### config.mk
export PLATFORM = sky130hd
export DESIGN_NAME = xbar_slave_port
export DESIGN_NICKNAME = d
export VERILOG_FILES = /design/src/rtl/xsp_pkg.sv /design/src/rtl/xsp_master_side.sv /design/src/rtl/xsp_arbiter.sv /design/src/rtl/xsp_slave_drive.sv /design/src/rtl/xbar_slave_port.sv
export SDC_FILE = /design/constraint.sdc
export NUM_CORES = 1
export LEC_CHECK = 0
export ABC_CLOCK_PERIOD_IN_PS = 1800
export BUFFER_PORTS_ARGS = -buffer_cell sky130_fd_sc_hd__buf_4
export CORE_AREA = 2 2 169 171
export CTS_CLUSTER_SIZE = 24
export DETAILED_ROUTE_END_ITERATION = 6
export DIE_AREA = 0 0 171 173
export PLACE_DENSITY_LB_ADDON = 0.05
export REMOVE_ABC_BUFFERS = 1
export SYNTH_ARGS = -nofsm -noshare
export SYNTH_HDL_FRONTEND = slang
export SYNTH_SLANG_ARGS = --single-unit
export TNS_END_PERCENT = 5
### constraint.sdc
create_clock -name clk -period 1.8 [get_ports clk]
set_input_delay 0.18 -clock clk [delete_from_list [all_inputs] [get_ports clk]]
set_output_delay 0.18 -clock clk [all_outputs]
set_load 0.02 [all_outputs]
### src/rtl/xsp_pkg.sv
package xsp_pkg;

    parameter int unsigned XSP_ADDR_W = 32;
    parameter int unsigned XSP_DATA_W = 32;

    typedef enum logic [1:0] {
        TR_IDLE   = 2'b00,
        TR_BUSY   = 2'b01,
        TR_NONSEQ = 2'b10,
        TR_SEQ    = 2'b11
    } trans_e;

    // address-phase bundle carried from a master side to the slave bus
    typedef struct packed {
        logic [XSP_ADDR_W-1:0] addr;
        logic                  write;
        logic [2:0]            size;
        trans_e                trans;
    } aphase_t;

    // where a master's current data phase is being serviced
    typedef enum logic [1:0] {
        MS_LOCAL = 2'd0,   // answered by the port itself, zero wait
        MS_PEND  = 2'd1,   // accepted, captured, waiting for the port
        MS_SLAVE = 2'd2    // forwarded, slave data phase in flight
    } mstate_e;

    localparam aphase_t APH_IDLE = '{addr: '0, write: 1'b0, size: 3'b000, trans: TR_IDLE};

    function automatic logic is_xfer(input logic sel, input logic [1:0] tr);
        return sel & tr[1];
    endfunction

endpackage

### src/rtl/xsp_master_side.sv
module xsp_master_side
    import xsp_pkg::*;
(
    input  logic                  clk,
    input  logic                  rst,
    input  logic                  sel,
    input  logic [1:0]            htrans,
    input  logic [XSP_ADDR_W-1:0] haddr,
    input  logic                  hwrite,
    input  logic [2:0]            hsize,
    input  logic                  s_ready,
    input  logic                  s_resp,
    input  logic                  fwd_me,
    output logic                  req,
    output aphase_t               req_aph,
    output logic                  hready,
    output logic                  hresp,
    output logic                  in_pend,
    output logic                  in_slave
);

    mstate_e st_q, st_d;
    aphase_t hold_q;
    aphase_t live;
    logic    live_req;

    assign live     = '{addr: haddr, write: hwrite, size: hsize, trans: trans_e'(htrans)};
    assign live_req = is_xfer(sel, htrans);

    assign in_pend  = (st_q == MS_PEND);
    assign in_slave = (st_q == MS_SLAVE);

    always_comb begin
        unique case (st_q)
            MS_PEND:  hready = 1'b0;
            MS_SLAVE: hready = s_ready;
            default:  hready = 1'b1;
        endcase
    end

    assign hresp   = in_slave & s_resp;
    assign req     = in_pend | live_req;
    assign req_aph = in_pend ? hold_q : live;

    always_comb begin
        st_d = st_q;
        if (in_pend) begin
            if (fwd_me) st_d = MS_SLAVE;
        end else if (hready) begin
            if (live_req) st_d = fwd_me ? MS_SLAVE : MS_PEND;
            else          st_d = MS_LOCAL;
        end
    end

    always_ff @(posedge clk) begin
        if (rst) begin
            st_q   <= MS_LOCAL;
            hold_q <= APH_IDLE;
        end else begin
            st_q <= st_d;
            if (!in_pend && hready && live_req && !fwd_me) hold_q <= live;
        end
    end

endmodule

### src/rtl/xsp_arbiter.sv
module xsp_arbiter #(
    parameter int unsigned NM = 4,
    localparam int unsigned IW = (NM > 1) ? $clog2(NM) : 1
) (
    input  logic          clk,
    input  logic          rst,
    input  logic [NM-1:0] req,
    input  logic          s_ready,
    output logic [IW-1:0] own,
    output logic          show,
    output logic          fwd
);

    logic [IW-1:0] own_q;
    logic [IW-1:0] top;
    logic          any;

    always_comb begin
        any = |req;
        top = '0;
        for (int i = NM - 1; i >= 0; i--) begin
            if (req[i]) top = IW'(i);
        end
    end

    assign own  = own_q;
    assign show = any && (top == own_q);
    assign fwd  = show && s_ready;

    always_ff @(posedge clk) begin
        if (rst) begin
            own_q <= '0;
        end else if (s_ready && any && (top != own_q)) begin
            own_q <= top;
        end
    end

endmodule

### src/rtl/xsp_slave_drive.sv
module xsp_slave_drive
    import xsp_pkg::*;
#(
    parameter int unsigned NM = 4,
    localparam int unsigned IW = (NM > 1) ? $clog2(NM) : 1
) (
    input  logic                           clk,
    input  logic                           rst,
    input  aphase_t                        cand,
    input  logic                           show,
    input  logic                           fwd,
    input  logic [IW-1:0]                  own,
    input  logic                           s_ready,
    input  logic [NM-1:0][XSP_DATA_W-1:0]  m_hwdata,
    output logic [1:0]                     s_htrans,
    output logic [XSP_ADDR_W-1:0]          s_haddr,
    output logic                           s_hwrite,
    output logic [2:0]                     s_hsize,
    output logic [XSP_DATA_W-1:0]          s_hwdata
);

    logic          dp_act_q;
    logic [IW-1:0] dp_own_q;
    logic          seq_ok;
    trans_e        tr_out;

    assign seq_ok = dp_act_q && (dp_own_q == own);

    always_comb begin
        if (!show)                                  tr_out = TR_IDLE;
        else if (cand.trans == TR_SEQ && !seq_ok)   tr_out = TR_NONSEQ;
        else                                        tr_out = cand.trans;
    end

    assign s_htrans = tr_out;
    assign s_haddr  = cand.addr;
    assign s_hwrite = show & cand.write;
    assign s_hsize  = cand.size;
    assign s_hwdata = m_hwdata[dp_own_q];

    always_ff @(posedge clk) begin
        if (rst) begin
            dp_act_q <= 1'b0;
            dp_own_q <= '0;
        end else if (s_ready) begin
            dp_act_q <= fwd;
            if (fwd) dp_own_q <= own;
        end
    end

endmodule

### src/rtl/xbar_slave_port.sv
module xbar_slave_port
    import xsp_pkg::*;
#(
    parameter int unsigned NM = 4,
    localparam int unsigned IW = (NM > 1) ? $clog2(NM) : 1,
    localparam int unsigned AW = XSP_ADDR_W,
    localparam int unsigned DW = XSP_DATA_W
) (
    input  logic                   clk,
    input  logic                   rst,
    input  logic [NM-1:0]          m_sel,
    input  logic [NM-1:0][1:0]     m_htrans,
    input  logic [NM-1:0][AW-1:0]  m_haddr,
    input  logic [NM-1:0]          m_hwrite,
    input  logic [NM-1:0][2:0]     m_hsize,
    input  logic [NM-1:0][DW-1:0]  m_hwdata,
    output logic [NM-1:0]          m_hready,
    output logic [NM-1:0]          m_hresp,
    output logic [DW-1:0]          m_hrdata,
    output logic [1:0]             s_htrans,
    output logic [AW-1:0]          s_haddr,
    output logic                   s_hwrite,
    output logic [2:0]             s_hsize,
    output logic [DW-1:0]          s_hwdata,
    input  logic                   s_hreadyout,
    input  logic                   s_hresp,
    input  logic [DW-1:0]          s_hrdata
);

    logic [NM-1:0] req;
    logic [NM-1:0] fwd_me;
    logic [NM-1:0] pend_vec;
    logic [NM-1:0] slv_vec;
    aphase_t       req_aph [NM];
    aphase_t       cand;
    logic [IW-1:0] park_id;
    logic          show;
    logic          fwd;

    for (genvar g = 0; g < NM; g++) begin : g_mst
        assign fwd_me[g] = fwd && (park_id == IW'(g));

        xsp_master_side u_side (
            .clk      (clk),
            .rst      (rst),
            .sel      (m_sel[g]),
            .htrans   (m_htrans[g]),
            .haddr    (m_haddr[g]),
            .hwrite   (m_hwrite[g]),
            .hsize    (m_hsize[g]),
            .s_ready  (s_hreadyout),
            .s_resp   (s_hresp),
            .fwd_me   (fwd_me[g]),
            .req      (req[g]),
            .req_aph  (req_aph[g]),
            .hready   (m_hready[g]),
            .hresp    (m_hresp[g]),
            .in_pend  (pend_vec[g]),
            .in_slave (slv_vec[g])
        );
    end

    xsp_arbiter #(.NM(NM)) u_arb (
        .clk     (clk),
        .rst     (rst),
        .req     (req),
        .s_ready (s_hreadyout),
        .own     (park_id),
        .show    (show),
        .fwd     (fwd)
    );

    assign cand = req_aph[park_id];

    xsp_slave_drive #(.NM(NM)) u_drv (
        .clk      (clk),
        .rst      (rst),
        .cand     (cand),
        .show     (show),
        .fwd      (fwd),
        .own      (park_id),
        .s_ready  (s_hreadyout),
        .m_hwdata (m_hwdata),
        .s_htrans (s_htrans),
        .s_haddr  (s_haddr),
        .s_hwrite (s_hwrite),
        .s_hsize  (s_hsize),
        .s_hwdata (s_hwdata)
    );

    assign m_hrdata = s_hrdata;

endmodule

# Yosys cells after proc, flatten, opt, wreduce, memory -nomap -nowiden
# Index checks and enable logic that the tools add are counted.
dict set report classes {
  eq_ne 19
  n_mux 39
  magnitude_cmp 2
  reduce_logical 42
  n_bitwise 14
}
# operator n
set ops {}
lappend ops {{$mux W38} 6}
lappend ops {{$bmux W38 S2} 1}
lappend ops {{$bmux W32 S2} 1}
lappend ops {{$mux W2} 26}
lappend ops {{$mux W32} 1}
lappend ops {{$logic_and A1 B1 Y1} 22}
lappend ops {{$eq A2 B2 Y1 const B} 7}
lappend ops {{$eq A2 B1 Y1 const B} 5}
lappend ops {{$reduce_and A2 Y1} 5}
lappend ops {{$and A1 B1 Y1} 9}
lappend ops {{$logic_not A1 Y1} 9}
lappend ops {{$ne A2 B1 Y1 const B} 4}
lappend ops {{$pmux W1 S2} 4}
lappend ops {{$reduce_bool A2 Y1} 4}
lappend ops {{$eq A2 B2 Y1} 2}
lappend ops {{$or A1 B1 Y1} 4}
lappend ops {{$reduce_or A4 Y1} 1}
lappend ops {{$ge A3 B3 Y1 const B} 1}
lappend ops {{$lt A2 B3 Y1 const B} 1}
lappend ops {{$not A2 Y3} 1}
lappend ops {{$logic_not A2 Y1} 1}
lappend ops {{$ne A2 B2 Y1} 1}
dict set report word_totals {
  regBits 165
}

# Longest topological paths before layout
dict set report depth {
  depth_word 14
  depth_mapped 9
  mapped_depth_nobuf 5
}

# Hierarchy
# From an unflattened synthesis, not the netlist that was laid out.
dict set report hier_totals {
  cells_unflattened 1400
  area_unflattened_um2 11886.4
}
# module seq_area_each_um2 instances area_each_um2 cells_per_inst
set modules_own_cells {}
lappend modules_own_cells {xsp_master_side 800.8 4 2313.5 301}
lappend modules_own_cells {xsp_slave_drive 60.1 1 1251.2 93}
lappend modules_own_cells {xbar_slave_port 0.0 1 1233.7 84}
lappend modules_own_cells {xsp_arbiter 40.0 1 147.6 19}

# Worst setup path after synthesis
# Ideal clock, no wire load.
dict set report synth_timing {
  path_kind {flip-flop to output port}
  start {register g_mst[0].u_side.st_q[1]}
  end {output s_htrans[0]}
  setup_slack_ns -0.211
  required_ns 1.620
  n_path_buf 2
  stages_incl_launch_ff 7
  t_arrival_ns 1.831
  cell_sequence {dfxtp_1 -> nand2b_1 -> buf_2 -> buf_2 -> mux2i_1 -> mux4_2 -> nor3_1}
}
dict set report synth_via {
  elab_chain_cells 9
  elab_cells_between_ends 14
}
# item line
set synth_lines {}
lappend synth_lines {{start: declaration} xsp_master_side.sv:22} ;# mstate_e st_q, st_d;
lappend synth_lines {{start signal: assignment} xsp_master_side.sv:60} ;# st_q <= st_d;
lappend synth_lines {{$eq A2 B1 Y1 *} xsp_master_side.sv:30} ;# assign in_pend = (st_q == MS_PEND);
lappend synth_lines {{$mux W38} xsp_master_side.sv:43} ;# assign req_aph = in_pend ? hold_q : live;
lappend synth_lines {{$bmux W38 S2} xbar_slave_port.sv:73} ;# assign cand = req_aph[park_id];
lappend synth_lines {{$mux W38 (implied by the code) (2 in a row)} xbar_slave_port.sv:73}
lappend synth_lines {{$eq A2 B2 Y1} xsp_slave_drive.sv:31} ;# else if (cand.trans == TR_SEQ && !seq_ok) tr_out = TR_NONSEQ;
lappend synth_lines {{$logic_and A1 B1 Y1} xsp_slave_drive.sv:31}
lappend synth_lines {{$mux W2} xsp_slave_drive.sv:31}
lappend synth_lines {{$mux W2 *} xsp_slave_drive.sv:30} ;# if (!show) tr_out = TR_IDLE;
lappend synth_lines {{end: declaration} xbar_slave_port.sv:20} ;# output logic [1:0] s_htrans,
# Mark *: on every way between the ends. The rest lies on a longest branch, timed or not. The select of a mux whose other input is x is not followed.

# Final worst setup path
dict set report layout_timing {
  start {register g_mst[3].u_side.st_q[1]}
  end {output s_htrans[0]}
}
dict set report layout_via {
  elab_chain_cells 9
  elab_cells_between_ends 17
}
# item line
set layout_lines {}
lappend layout_lines {{start: declaration} xsp_master_side.sv:22}
lappend layout_lines {{start signal: assignment} xsp_master_side.sv:60}
lappend layout_lines {{$eq A2 B1 Y1 *} xsp_master_side.sv:30}
lappend layout_lines {{$mux W38 / $or A1 B1 Y1 (equally long branches)} {xsp_master_side.sv:43, xsp_master_side.sv:42}}
lappend layout_lines {{$bmux W38 S2 / $mux W2 (equally long branches)} {xbar_slave_port.sv:73, xsp_arbiter.sv:22}}
lappend layout_lines {{$mux W38 (implied by the code) / $mux W2 (equally long branches) (2 in a row)} {xbar_slave_port.sv:73, xsp_arbiter.sv:22}}
lappend layout_lines {{$eq A2 B2 Y1 / $mux W2 (equally long branches)} {xsp_slave_drive.sv:31, xsp_arbiter.sv:22}}
lappend layout_lines {{$logic_and A1 B1 Y1 / $eq A2 B2 Y1 (equally long branches)} {xsp_slave_drive.sv:31, xsp_arbiter.sv:27}}
lappend layout_lines {{$mux W2 / $logic_and A1 B1 Y1 (equally long branches)} {xsp_slave_drive.sv:31, xsp_arbiter.sv:27}}
lappend layout_lines {{$mux W2 *} xsp_slave_drive.sv:30}
# Marks and branches as above.

==> impl_metrics.tcl <==
set metrics [dict create \
    status "finished, violations left" \
    failing_checks "setup timing" \
    dieArea_um2 29600 \
    fmaxAchievable_ghz 0.429 \
    grt_usage_pct 27.4 \
    post-place-cells 1882 \
    synth_compound_area_share_pct 18.2 \
    number_of_vias_in_the_routed_layout 10600 \
    timing.rr.end "g_mst[3].u_side.hold_q[28]" \
    p_per_area_nw_per_um2 718 \
    whs_path_depth 3 \
    worst_slew_pin_slew_ns 0.548 \
    drt-met1-wl_mm 18.3 \
    final.setup.tns_ns -26.88 \
    worstHoldPathType "primary input to flop" \
    finish.net_count 1980 \
    critical_path.most_common_cell "sky130_fd_sc_hd__buf_4" \
    wl_met3_mm 3.09 \
    synth_top_area_share_pct 34.0 \
    final_util_pct 57.5 \
    areaGrowthSynthToFinish_pct 63.4 \
    critical-path-slowest-cell "sky130_fd_sc_hd__mux4_2" \
    cts_num_sinks 165 \
    fin_crit_sh_pct 129 \
    netlist_area_um2 9730 \
    cts_max_path_buffers 2 \
    timing_hold_violations_final 0 \
    netlist.top_cell.by_area "sky130_fd_sc_hd__dfxtp_1" \
    clkLatencyLatePin_ns 0.44 \
    r2r.worst_path.cells 7 \
    path_cells "nand2b_4, mux2i_1, mux4_2, a31oi_4, nor3_2, buf_4, buf_4" \
    gpl.final_weighted_congestion 0.897 \
    post_drt_via_cell_ratio 5.17 \
    crit_family "multiplexers" \
    drive_above_1_share_pct 41.9 \
    cp-end-kind "output port" \
    post_synth_and_or_nand_nor_area_fraction_pct 19.4 \
    placeableCoreArea_um2 27600 \
    setup_viol 159 \
    io-pin-count 430 \
    yosysSeqAreaShare_pct 34.0 \
    whs_ns 0.0165 \
    synth.ff_latch_count 165 \
    detail_route.drc_violations 0 \
    timing.critical_path.from_type "flop" \
    htree_num_levels 4 \
    cp_max_fo 6 \
    grt_antenna_before_repair 1 \
    post-route-min-period_ns 2.33 \
    detail_route.wl_per_cell_um 20.7 \
    irDropWorstVdd_mv 0.576 \
    synth-adder-area-share_pct 0 \
    number_of_flops_mapped_to_enable_cells_by_yosys 0 \
    hold_path.startpoint "m_hwrite[1]" \
    slew-limit-headroom_pct 63.4 \
    fp-row-count 61 \
    die_width_um 171 \
    synth_top_family_by_area "multiplexers" \
    muxShareOfSynthArea_pct 20.6 \
    overall_die_height_um 173 \
    synth.avg_cell_area_um2 8.20 \
    worst-r2r-setup-slack_ns -0.18 \
    final.setup.worst_slack_ns -0.531 \
    firstDrtPassIters 5 \
    setup_repair_after_global_routing_missed_its_margin "yes" \
    synth_warnings 0 \
    worstPathBufferInverterCount 2 \
    grt_max_degree 87 \
    numCtsBuffers 17 \
    port_buffers 365 \
    number_of_fill_cells_in_the_layout 2590 \
    synth_ff_type "sky130_fd_sc_hd__dfxtp_1" \
    critical_path_data_required_time_ns 1.62 \
    worst_hold_path.endpoint "g_mst[1].u_side.hold_q[5]" \
    cts.reportedPaths.clkPinSlew_ns 0.07 \
    slew_violations 0 \
    wl_met2_mm 20.5 \
    cp_arrival_ns 2.15 \
    vias_in_the_first_global_route 10300 \
    initial_utilization_pct 35.2 \
    grt_overflow_total 0 \
    dpl-instance-area_um2 13200 \
    worst_setup_skew_after_layout_ns 0.0181 \
    layout.cell_area.non_filler_um2 15900 \
    cap_viol_max_count 0 \
    timing.critical_path.slowest_cell_delay_ns 0.53 \
    cts_tree "yes" \
    wire_length_of_the_first_global_routing_pass_mm 61.7 \
    worstReg2RegStart "g_mst[3].u_side.st_q[1]" \
    cts.root.buffer_cell "sky130_fd_sc_hd__clkbuf_16" \
    top_signal_layer_used "met4" \
    ys_top_cells_by_area "sky130_fd_sc_hd__dfxtp_1, sky130_fd_sc_hd__nand2_1, sky130_fd_sc_hd__mux2i_1" \
    synthXorXnorAreaFrac_pct 0.180 \
    route.antenna.remaining_nets 0 \
    detailedPlacementHpwl_mm 29.9 \
    crit_type "flop to output port" \
    synthesis.instances 1187 \
    drt_iter0_drc 665 \
    synth-async-reset-ratio_pct 0 \
    leakage_nw 6.87 \
    layoutNonFillerInstCount 2051 \
    routed_wirelength_mm 42.4 \
    ys_types 45 \
]
-- kinds of logic (layout without fill, tap and decap cells) --
kind of cell | count (synthesis) | in the layout
AO/OA/AOI/OAI | 251 | 251
XOR/XNOR | 2 | 2
buffers and inverters | 141 | 626
flip-flops | 165 | 165
multiplexers | 152 | 152
other | 0 | 1
AND/OR/NAND/NOR | 476 | 476
-- repair_timing --
item | in CTS | in global routing
hold buffers | 122 | 0
endpoints found under the hold margin | 122 | 0
endpoints found under the setup margin | 185 | 187
gates cloned | 3 | 3
buffers inserted | 6 | 5
pin swaps | 34 | 34
resized for setup | 84 | 80
-- state kept, by name, indices dropped and copies added (netlist names) --
register,cells
g_mst.u_side.hold_q,152
g_mst.u_side.st_q,8
u_arb.own,2
u_drv.dp_own_q,2
u_drv.dp_act_q,1
-- final cells by class --
| class | instances | area (um^2) | area share (%) |
|---|---|---|---|
| diodes | 1 | 2.50 | 0.0157 |
| clock buffers | 18 | 429 | 2.70 |
| clock inverters | 13 | 183 | 1.15 |
| inverters | 2 | 7.51 | 0.0472 |
| multi-input cells | 881 | 6130 | 38.6 |
| flip-flops and latches | 165 | 3320 | 20.9 |
| well taps | 378 | 473 | 2.98 |
| repair buffers | 593 | 5350 | 33.6 |
-- synth_stat cells (6+ instances only) --
library cell               count
sky130_fd_sc_hd__nor2_1       61
sky130_fd_sc_hd__dfxtp_1     165
sky130_fd_sc_hd__o221ai_1     35
sky130_fd_sc_hd__buf_2        35
sky130_fd_sc_hd__nand2_1     379
sky130_fd_sc_hd__mux4_2       35
sky130_fd_sc_hd__nor3_1        7
sky130_fd_sc_hd__clkbuf_1     47
sky130_fd_sc_hd__mux2_2       35
sky130_fd_sc_hd__a21oi_2      30
sky130_fd_sc_hd__a21oi_1     126
sky130_fd_sc_hd__buf_1        13
sky130_fd_sc_hd__mux2i_1      82
sky130_fd_sc_hd__nand2b_1      6
sky130_fd_sc_hd__a311o_1      35
sky130_fd_sc_hd__buf_4        40
-- cells in the final DEF, fill, tap and decap left out, types with 25 or more instances in the layout --
| cell | synthesis | layout |
|---|---|---|
| sky130_fd_sc_hd__buf_12 | 0 | 27 |
| sky130_fd_sc_hd__buf_4 | 40 | 390 |
| sky130_fd_sc_hd__nand2_1 | 379 | 373 |
| sky130_fd_sc_hd__a21oi_2 | 30 | 47 |
| sky130_fd_sc_hd__mux2i_1 | 82 | 82 |
| sky130_fd_sc_hd__a21oi_1 | 126 | 109 |
| sky130_fd_sc_hd__a311o_1 | 35 | 35 |
| sky130_fd_sc_hd__dfxtp_1 | 165 | 156 |
| sky130_fd_sc_hd__o221ai_2 | 0 | 25 |
| sky130_fd_sc_hd__dlygate4sd3_1 | 0 | 122 |
| sky130_fd_sc_hd__mux4_2 | 35 | 35 |
| sky130_fd_sc_hd__buf_6 | 4 | 49 |
| sky130_fd_sc_hd__nor2_1 | 61 | 47 |
-- worst max-delay path by stage --
stage                             from                         to  cells after the start
2_1_floorplan             u_arb.own[0]  g_mst[3].u_side.hold_q[0]                      5
3_3_place_gp   g_mst[2].u_side.st_q[0]                s_htrans[0]                      6
3_5_place_dp   g_mst[0].u_side.st_q[1]                s_htrans[0]                      6
4_1_cts        g_mst[3].u_side.st_q[1]                s_htrans[0]                      7
5_1_grt        g_mst[3].u_side.st_q[1]                s_htrans[0]                      7
6_report       g_mst[3].u_side.st_q[1]                s_htrans[0]                      7
-- stage by stage --
stage / setup WS [ns] / power, mW
floorplan: -2.66 / 5.37
global placement: -0.188 / 6.97
detailed placement: -0.173 / 6.98
CTS: -0.540 / 11.3
global route: -0.579 / 11.9
finish: -0.531 / 11.4
-- where the power goes --
| part | internal, mW | switching (mW) | total, mW |
|---|---|---|---|
| Sequential | 3.83 | 0.0982 | 3.93 |
| Clock | 2.23 | 1.72 | 3.95 |
| Combinational | 1.82 | 1.71 | 3.53 |
| Total | 7.88 | 3.53 | 11.4 |
-- metal layers --
metal,GRT usage (%),vias up
met5,0.836,-
met4,6.04,0
met3,6.55,30
met2,46.7,375
met1,34.8,5133
li1,-,5069
-- tightest hold or removal path, cell delays in order --
cell and delay (ns):
sky130_fd_sc_hd__buf_4 0.11, sky130_fd_sc_hd__nand2_1 0.05, sky130_fd_sc_hd__a21oi_1 0.05
Power figures use the tool's default switching activity.
